==> src/rtl/nor_cmd_pkg.sv <==
`timescale 1ns/1ps
package nor_cmd_pkg;
  localparam int unsigned LOW_W = 12;
  localparam logic [LOW_W-1:0] KEY1_ADDR = 12'h555;
  localparam logic [LOW_W-1:0] KEY2_ADDR = 12'h2AA;
  localparam logic [7:0] KEY1_DATA   = 8'hAA;
  localparam logic [7:0] KEY2_DATA   = 8'h55;
  localparam logic [7:0] OP_PROGRAM  = 8'hA0;
  localparam logic [7:0] OP_ERASE    = 8'h80;
  localparam logic [7:0] OP_IDENT    = 8'h90;
  localparam logic [7:0] OP_CONFIG   = 8'hC0;
  localparam logic [7:0] OP_RESET    = 8'hF0;
  localparam logic [7:0] OP_SUSPEND  = 8'hB0;
  localparam logic [7:0] OP_SECTOR   = 8'h30;
  localparam logic [7:0] OP_CHIP     = 8'h10;

  typedef enum logic [2:0] {
    MODE_READ    = 3'd0,
    MODE_AUTOSEL = 3'd1,
    MODE_BUSY    = 3'd2,
    MODE_SUSP    = 3'd3,
    MODE_ERROR   = 3'd4
  } mode_e;

  typedef enum logic [2:0] {
    SQ_IDLE, SQ_KEY1, SQ_CMD, SQ_PGM, SQ_EKEY0, SQ_EKEY1, SQ_ECMD
  } seq_e;

  typedef struct packed {
    logic rst_cmd;
    logic prog;
    logic erase;
    logic autosel;
    logic cfg_load;
    logic bad;
    logic suspend;
    logic resume;
  } cmd_ev_t;

  function automatic logic key_hit(input logic [LOW_W-1:0] a, input logic [7:0] d,
                                   input logic [LOW_W-1:0] wa, input logic [7:0] wd);
    return (a == wa) && (d == wd);
  endfunction

  function automatic logic is_erase_kind(input logic [7:0] d);
    return (d == OP_SECTOR) || (d == OP_CHIP);
  endfunction
endpackage

==> src/rtl/nor_seq_decode.sv <==
`timescale 1ns/1ps
module nor_seq_decode
  import nor_cmd_pkg::*;
#(
  parameter int unsigned ADDR_W = 20,
  parameter int unsigned DATA_W = 16,
  localparam int unsigned CFG_W = ADDR_W - LOW_W
) (
  input  logic              clk,
  input  logic              rst_n,
  input  logic              wr_en,
  input  logic [ADDR_W-1:0] wr_addr,
  input  logic [DATA_W-1:0] wr_data,
  output cmd_ev_t           ev,
  output logic [CFG_W-1:0]  cfg_code
);
  seq_e seq_q, seq_d;
  logic [LOW_W-1:0] lo_addr;
  logic [7:0]       cmd_byte;
  logic             unused_hi_data;

  assign lo_addr        = wr_addr[LOW_W-1:0];
  assign cmd_byte       = wr_data[7:0];
  assign cfg_code       = wr_addr[ADDR_W-1:LOW_W];
  assign unused_hi_data = ^wr_data[DATA_W-1:8];

  always_comb begin
    ev    = '0;
    seq_d = seq_q;
    if (wr_en) begin
      if (cmd_byte == OP_RESET) begin
        ev.rst_cmd = 1'b1;
        seq_d      = SQ_IDLE;
      end else begin
        unique case (seq_q)
          SQ_IDLE: begin
            if (key_hit(lo_addr, cmd_byte, KEY1_ADDR, KEY1_DATA)) seq_d = SQ_KEY1;
            else if (cmd_byte == OP_SUSPEND) ev.suspend = 1'b1;
            else if (cmd_byte == OP_SECTOR)  ev.resume  = 1'b1;
          end
          SQ_KEY1: seq_d = key_hit(lo_addr, cmd_byte, KEY2_ADDR, KEY2_DATA) ? SQ_CMD : SQ_IDLE;
          SQ_CMD: begin
            seq_d = SQ_IDLE;
            if (lo_addr != KEY1_ADDR) ev.bad = 1'b1;
            else begin
              unique case (cmd_byte)
                OP_PROGRAM: seq_d = SQ_PGM;
                OP_ERASE:   seq_d = SQ_EKEY0;
                OP_IDENT:   ev.autosel  = 1'b1;
                OP_CONFIG:  ev.cfg_load = 1'b1;
                default:    ev.bad      = 1'b1;
              endcase
            end
          end
          SQ_PGM: begin
            ev.prog = 1'b1;
            seq_d   = SQ_IDLE;
          end
          SQ_EKEY0: begin
            if (key_hit(lo_addr, cmd_byte, KEY1_ADDR, KEY1_DATA)) seq_d = SQ_EKEY1;
            else begin ev.bad = 1'b1; seq_d = SQ_IDLE; end
          end
          SQ_EKEY1: begin
            if (key_hit(lo_addr, cmd_byte, KEY2_ADDR, KEY2_DATA)) seq_d = SQ_ECMD;
            else begin ev.bad = 1'b1; seq_d = SQ_IDLE; end
          end
          SQ_ECMD: begin
            seq_d = SQ_IDLE;
            if (is_erase_kind(cmd_byte)) ev.erase = 1'b1;
            else ev.bad = 1'b1;
          end
          default: seq_d = SQ_IDLE;
        endcase
      end
    end
  end

  always_ff @(posedge clk or negedge rst_n) begin
    if (!rst_n) seq_q <= SQ_IDLE;
    else        seq_q <= seq_d;
  end

  // at most one command event per write
  assert_one_event_R6: assert property (@(posedge clk) disable iff (!rst_n) $onehot0(ev));
  // after the command cycle the tracker is idle or inside a longer sequence
  assert_cmd_step_R5: assert property (@(posedge clk) disable iff (!rst_n)
    (seq_q == SQ_CMD && wr_en) |=> (seq_q == SQ_IDLE || seq_q == SQ_PGM || seq_q == SQ_EKEY0));
endmodule

==> src/rtl/nor_mode_ctrl.sv <==
`timescale 1ns/1ps
module nor_mode_ctrl
  import nor_cmd_pkg::*;
(
  input  logic    clk,
  input  logic    rst_n,
  input  cmd_ev_t ev,
  input  logic    op_done,
  input  logic    op_fail,
  output mode_e   mode
);
  mode_e mode_q, mode_d, home_mode;
  logic  susp_q, susp_d;
  logic  erasing_q, erasing_d;
  logic  ev_take_suspend;

  assign home_mode       = susp_q ? MODE_SUSP : MODE_READ;
  assign ev_take_suspend = (mode_q == MODE_BUSY) && erasing_q && ev.suspend && !op_done && !op_fail;
  assign mode            = mode_q;

  always_comb begin
    mode_d    = mode_q;
    susp_d    = susp_q;
    erasing_d = erasing_q;
    unique case (mode_q)
      MODE_READ: begin
        if (ev.prog)         begin mode_d = MODE_BUSY; erasing_d = 1'b0; end
        else if (ev.erase)   begin mode_d = MODE_BUSY; erasing_d = 1'b1; end
        else if (ev.autosel) mode_d = MODE_AUTOSEL;
        else if (ev.bad)     mode_d = MODE_ERROR;
      end
      MODE_AUTOSEL: if (ev.rst_cmd) mode_d = home_mode;
      MODE_BUSY: begin
        if (op_fail)              mode_d = MODE_ERROR;
        else if (op_done)         mode_d = home_mode;
        else if (ev_take_suspend) begin mode_d = MODE_SUSP; susp_d = 1'b1; end
      end
      MODE_SUSP: begin
        if (ev.prog)                   begin mode_d = MODE_BUSY; erasing_d = 1'b0; end
        else if (ev.resume)            begin mode_d = MODE_BUSY; erasing_d = 1'b1; susp_d = 1'b0; end
        else if (ev.autosel)           mode_d = MODE_AUTOSEL;
        else if (ev.bad || ev.erase)   mode_d = MODE_ERROR;
      end
      MODE_ERROR: if (ev.rst_cmd) mode_d = home_mode;
      default: mode_d = MODE_READ;
    endcase
  end

  always_ff @(posedge clk or negedge rst_n) begin
    if (!rst_n) begin
      mode_q    <= MODE_READ;
      susp_q    <= 1'b0;
      erasing_q <= 1'b0;
    end else begin
      mode_q    <= mode_d;
      susp_q    <= susp_d;
      erasing_q <= erasing_d;
    end
  end

  assert_busy_hold_R9: assert property (@(posedge clk) disable iff (!rst_n)
    (mode_q == MODE_BUSY && !op_done && !op_fail && !ev.suspend) |=> mode_q == MODE_BUSY);
  assert_fail_error_R9: assert property (@(posedge clk) disable iff (!rst_n)
    (mode_q == MODE_BUSY && op_fail) |=> mode_q == MODE_ERROR);
  assert_error_sticky_R6: assert property (@(posedge clk) disable iff (!rst_n)
    (mode_q == MODE_ERROR && !ev.rst_cmd) |=> mode_q == MODE_ERROR);
  assert_reset_exit_R7: assert property (@(posedge clk) disable iff (!rst_n)
    ((mode_q == MODE_ERROR || mode_q == MODE_AUTOSEL) && ev.rst_cmd)
      |=> (mode_q == MODE_READ || mode_q == MODE_SUSP));
  assert_suspend_R10: assert property (@(posedge clk) disable iff (!rst_n)
    ev_take_suspend |=> mode_q == MODE_SUSP);
endmodule

==> src/rtl/nor_cfg_reg.sv <==
`timescale 1ns/1ps
module nor_cfg_reg
  import nor_cmd_pkg::*;
#(
  parameter int unsigned CFG_W = 8,
  parameter logic [CFG_W-1:0] CFG_RESET = 8'h04
) (
  input  logic             clk,
  input  logic             rst_n,
  input  logic             load_req,
  input  logic [CFG_W-1:0] code,
  input  mode_e            mode,
  output logic [CFG_W-1:0] cfg_q
);
  logic load_ok;
  assign load_ok = load_req && (mode == MODE_READ);

  always_ff @(posedge clk or negedge rst_n) begin
    if (!rst_n)       cfg_q <= CFG_RESET;
    else if (load_ok) cfg_q <= code;
  end

  assert_cfg_locked_R4: assert property (@(posedge clk) disable iff (!rst_n)
    (mode != MODE_READ) |=> $stable(cfg_q));
  assert_cfg_load_R2: assert property (@(posedge clk) disable iff (!rst_n)
    load_ok |=> cfg_q == $past(code));
endmodule

==> src/rtl/nor_cmd_ctrl.sv <==
`timescale 1ns/1ps
module nor_cmd_ctrl
  import nor_cmd_pkg::*;
#(
  parameter int unsigned ADDR_W = 20,
  parameter int unsigned DATA_W = 16,
  parameter logic [ADDR_W-LOW_W-1:0] CFG_RESET = 'h04
) (
  input  logic                    clk,
  input  logic                    rst_n,
  input  logic                    wr_en,
  input  logic [ADDR_W-1:0]       wr_addr,
  input  logic [DATA_W-1:0]       wr_data,
  input  logic                    op_done,
  input  logic                    op_fail,
  output logic [2:0]              mode,
  output logic [ADDR_W-LOW_W-1:0] cfg_reg,
  output logic                    sync_mode
);
  localparam int unsigned CFG_W = ADDR_W - LOW_W;

  cmd_ev_t          ev;
  logic [CFG_W-1:0] cfg_code;
  mode_e            mode_cur;

  nor_seq_decode #(.ADDR_W(ADDR_W), .DATA_W(DATA_W)) u_decode (
    .clk(clk), .rst_n(rst_n), .wr_en(wr_en), .wr_addr(wr_addr), .wr_data(wr_data),
    .ev(ev), .cfg_code(cfg_code)
  );

  nor_mode_ctrl u_mode (
    .clk(clk), .rst_n(rst_n), .ev(ev), .op_done(op_done), .op_fail(op_fail), .mode(mode_cur)
  );

  nor_cfg_reg #(.CFG_W(CFG_W), .CFG_RESET(CFG_RESET)) u_cfg (
    .clk(clk), .rst_n(rst_n), .load_req(ev.cfg_load), .code(cfg_code), .mode(mode_cur),
    .cfg_q(cfg_reg)
  );

  assign mode      = mode_cur;
  assign sync_mode = cfg_reg[CFG_W-1];

  assert_sync_source_R3: assert property (@(posedge clk) disable iff (!rst_n)
    $rose(sync_mode) |-> $past(ev.cfg_load));
endmodule

==> config.mk <==
export PLATFORM = sky130hd
export DESIGN_NAME = nor_cmd_ctrl
export DESIGN_NICKNAME = d
export VERILOG_FILES = /design/src/rtl/nor_cmd_pkg.sv /design/src/rtl/nor_seq_decode.sv /design/src/rtl/nor_mode_ctrl.sv /design/src/rtl/nor_cfg_reg.sv /design/src/rtl/nor_cmd_ctrl.sv
export SDC_FILE = /design/constraint.sdc
export NUM_CORES = 1
export LEC_CHECK = 0
export BUFFER_PORTS_ARGS = -buffer_cell sky130_fd_sc_hd__buf_4
export CAP_MARGIN = 20
export CORE_MARGIN = 2
export CORE_UTILIZATION = 52
export CTS_BUF_LIST = sky130_fd_sc_hd__clkbuf_16
export CTS_CLUSTER_SIZE = 10
export DETAILED_ROUTE_END_ITERATION = 10
export HOLD_SLACK_MARGIN = 0.12
export PLACE_DENSITY = 0.95
export SLEW_MARGIN = 10
export SYNTH_ARGS = -nofsm -noshare
export SYNTH_HDL_FRONTEND = slang
export SYNTH_SLANG_ARGS = --single-unit
==> constraint.sdc <==
create_clock -name clk -period 4 [get_ports clk]
set_clock_uncertainty 0.15 [all_clocks]
set_input_delay 0.6 -clock clk [delete_from_list [all_inputs] [get_ports clk]]
set_output_delay 0.6 -clock clk [all_outputs]
set_load 0.01 [all_outputs]
======== Word level (Yosys, flattened, before mapping) ========
Index checks and enable logic that the tools add are counted.
storage, ports and cells
  flip-flop bits (word level) ............. 16
  logic and storage cells ................. 115
  bits of input ports ..................... 41
  output and inout bits ................... 12
operators by class
  mux-type cells .......................... 54
  reductions and logical operators ........ 21
  eq/ne operators ......................... 35
operators with widths
  kind                  count
  $eq 8x8->1 const B    7
  $mux 3                17
  $mux 1                23
  $pmux 3 s5            1
  $eq 12x10->1 const B  1
  $eq 12x11->1 const B  1
  $eq 3x2->1 const B    4
  $eq 3x3->1 const B    4
  $mux 2                6
  $ne 12x11->1 const B  1
  $pmux 3 s4            1
  $eq 8x5->1 const B    1
  $eq 8x6->1 const B    1
  $eq 8x7->1 const B    1
  $mux 8                1
  $ne 2x2->1 const B    4
  $logic_and 1x1->1     7
  $mux 7                1
  $eq 3x1->1 const B    2
  $logic_not 3->1       2
  $ne 3x3->1 const B    2
  $pmux 3 s2            1
  $reduce_and 6->1      1
  $ne 5x4->1 const B    1
  14 further kinds      19

======== Longest topological paths before layout ========
  word-level depth ........................ 14
  mapped depth ............................ 7
  gate-level depth less buffers ........... 6

======== By module ========
A second synthesis with hierarchy kept.
unflattened totals
  cell total of the unflattened synthesis .. 135
  area, all modules ....................... 1291.2 um2
by module, submodules not included
  module          cells each  area an instance (um2)  seq. area each (um2)  instances
  nor_seq_decode  73          553.0                   75.1                  1
  nor_mode_ctrl   44          415.4                   125.1                 1
  nor_cfg_reg     17          315.3                   201.4                 1
  nor_cmd_ctrl    1           7.5                     0.0                   1

======== Worst setup path before layout ========
OpenSTA, ideal clock, no wires.
  path type ............................... input-to-reg
  start point ............................. input port wr_data[1]
  end point ............................... register u_mode.mode_q[0], in the netlist u_mode.mode[0]
  path slack .............................. 1.584 ns
  arrival ................................. 2.138 ns
  stages .................................. 6
  cells stage by stage .................... or3_4 o311a_1 o21ai_1 a21boi_1 o31ai_2 mux2_1
on the way
  cells in the longest elaborated chain, start to end .. 11
ends and longest elaborated chain
  item                                                                line                  source
  start, declared                                                     nor_cmd_ctrl.sv:13    input logic [DATA_W-1:0] wr_data,
  parallel branches: the longest is 5 deep, another holds $eq 8x8->1  --
  $mux 8 *                                                            nor_seq_decode.sv:30  if (wr_en) begin
  $logic_and 1x1->1 (3 in a row)                                      nor_mode_ctrl.sv:18   assign ev_take_suspend = (mode_q == MODE_BUSY) && erasing_q && ev.suspend && !op_done && !op_fail;
  $ne 4x3->1 (no line)                                                --
  $reduce_and 4->1 (no line)                                          --
  end signal, assigned                                                nor_mode_ctrl.sv:55   mode_q <= mode_d;
  end, declared                                                       nor_mode_ctrl.sv:12   mode_e mode_q, mode_d, home_mode;
Mark *: on every way between the ends.
A chain may end at the register's enable or synchronous reset.

======== Final worst setup path ========
  start point ............................. input port wr_data[3]
  end point ............................... register u_mode.mode_q[0], in the netlist u_mode.mode[0]
Same word-level chain as after synthesis.

==> impl_results.md <==
* DR vias at 1340
* Crit start category: input pin
* CP Capture Type: flop
* Initial Utilization at 0.541
* WL final at 3470 um
* Hold Violations, Final at 0
* Syn_nets at about 180
* Final HPWL from detailed placement at roughly 2800 um
* Total clock sinks at 16
* Critical path peak fanout at 5
* DRT Pass-1 Iters at 6
* CTS tree: built
* Rel. slew slack at 0.560
* Root buffer cell: clkbuf_16
* Most frequent cell after synthesis: dfrtp_1
* Worst-Margin Slew at 0.658 ns
* Mapped Avg Cell Area at roughly 9.6 um2
* Utilization after layout at 0.704
* Vias per cell at about 6.4
* Synthesized netlist cell count at between 100 and 150
* Distinct cell type count after synthesis at just under 60
* Async S/R FF share, synth at 1.00
* Routability congestion estimate from global placement at around 0.95
* Die area at 2950 um2
* Synth cell count leaders: dfrtp_1, nand2_1, a21oi_1, inv_1, nor2_1
* Antenna Cells at 0
* Share of layout cells above drive strength 1 at 0.392
* Number of I/O port buffers at 44
* Initial antenna violation count at 0
* Largest net degree at the start of global routing at 17
* Final slew viol count at 0
* Core area at between 2000 and 2500 um2
* Vias in the first global route at approximately 1300
* Period minus WS final at roughly 2.5 ns
* Post-synth EDFFs at 0
* H-tree Lvls at 1
* Post-route ant nets at 0
* Max frequency at roughly 400 MHz
* Clock transition at the registers of the reported paths at approximately 0.050 ns
* Post-CTS setup buffer count at 0
* Seq/Total Area, Yosys at 0.305
* Kind of critical path: in2reg
* RSZ-0062 raised after global routing: no
* CTS buffer count at 3
* Post-CTS Resized at 0
* Ranking of synthesized cells by area: dfrtp_1, mux2_1, mux2_2
* Clock latency on the worst-skew pair at between 0.2 and 0.25 ns
* Io pins at 53
* Die width at 54.3 um
* Clk buf depth at 2
* Final period utilization at 0.629
* Peak supply drop at ~0.28 mV
* Synth Flop Type: dfrtp_1
* Hold-fix buffers, CTS at 1
* Crit path DAT at between 2 and 2.5 ns
* Synth Cell Area at around 1300 um2
* Setup_tns at 0 ns
* Nets at 223
* Top cell type's share of synthesized area at 0.285
* Maxcap violations at 0
* Die span in y at 54.3 um
* Post-synthesis register bit count at 16
* Total gr overflow at 0
* WHS at 0.345 ns
* Pre-CTS WS at 1.24 ns
* Status: complete, no violations
* Drt drc at 0
* PwrDens at approximately 280 nW/um2
* Setup-failing EPs final at 0
* CP required at between 3 and 4 ns
* Fin cells at roughly 210
* Lkg Pwr at between 0.0007 and 0.0008 uW
* Hold crit path type: reg2reg
* Final WS setup at around 1.5 ns
* Global-route wire length before repair at 5510 um
* Largest area contributor in the netlist: dfrtp_1
* Initial DRC count at 47
* Placed cell count at 206
* Synth warnings at 0
* # rows at 18
* Total GRT Usage at 0.258
* Area growth from synthesis to layout at 30.1%
* DR WL/cell at ~16 um
[worst paths after layout]
| kind | start | endpoint | slack (ns) | depth (start not counted) |
|---|---|---|---|---|
| setup / recovery | wr_data[3] | u_mode.mode[0] | 1.49 | 7 |
| max in group asynchronous | rst_n | u_cfg.cfg_q[2] | 2.86 | 2 |
| setup reg to reg | u_decode.seq_q[2] | u_mode.mode[0] | 1.59 | 6 |
| hold reg to reg | u_cfg.cfg_q[0] | u_cfg.cfg_q[0] | 0.35 | 1 |
| min in group asynchronous | rst_n | u_mode.susp_q | 0.60 | 2 |
| hold / removal | u_cfg.cfg_q[0] | u_cfg.cfg_q[0] | 0.35 | 1 |
[per-stage QoR]
stage | instance area [um2] | power, uW
2_1_floorplan | 1320 | 252
3_3_place_gp | 1620 | 290
3_5_place_dp | 1620 | 295
4_1_cts | 1710 | 488
5_1_grt | 1710 | 511
6_report | 1710 | 488
[registers in the layout (all words and copies together), names as in the netlist]
name / count
u_mode.erasing_q: 1
u_decode.seq_q: 3
u_mode.susp_q: 1
u_cfg.cfg_q: 8
u_mode.mode: 3
[power by group]
part	switching, uW	internal, uW	leakage, uW
combinational	55.0	55.6	0.000506
clock	60.2	132	0.0000385
sequential	16.9	168	0.000215
total	132	356	0.000760
[critical path, cell delays in order]
cell and delay [ns]:
buf_4 0.12, and4bb_2 0.35, a2111oi_1 0.14, a211oi_1 0.35, nand4b_1 0.20, o31ai_2 0.37
mux2_1 0.37
[routing by layer]
| metal | routed length, um | track usage |
|---|---|---|
| met5 | 0 | 0 |
| met4 | 22 | 0.108 |
| met3 | 245 | 0.0355 |
| met2 | 1860 | 0.468 |
| met1 | 1340 | 0.301 |
[layout by cell type (no fill, tap or decap), types with 2 or more instances in the layout]
master,synthesis,final
nand4b_1,4,4
o21ai_0,2,2
buf_4,1,44
or2_2,3,3
o21ai_1,2,2
and4_1,2,2
nand2_1,12,12
a211oi_1,2,2
clkbuf_16,0,3
nand3_1,5,5
nor3b_1,2,2
nand2b_1,2,2
nor4_1,3,3
nor3_1,2,2
nand3b_1,2,2
inv_1,7,7
nand4bb_1,4,4
mux2_2,5,5
dfrtp_1,15,15
and4bb_2,2,2
o22ai_1,4,4
nor2_1,7,7
a21oi_1,7,7
mux2_1,5,5
[cell families (layout without fill, tap and decap cells)]
logic type	after synthesis	count (layout)	share of synthesized area
AOI/OAI and AO/OA	34	34	0.183
xor gates and xnor gates	1	1	0.00666
buffers and inverters	12	56	0.0656
DFF	16	16	0.305
muxes	10	10	0.0855
and+or+nand+nor	64	64	0.354
[final cells by class]
type / instances / area, um2
multi-input combinational: 109 / 828
fill: 186 / 719
sequential: 16 / 402
timing repair buffer: 45 / 340
clock buffer: 3 / 75.1
tap: 30 / 37.5
inverter: 7 / 26.3
clock inverter: 1 / 3.75
Power figures use the tool's default switching activity.
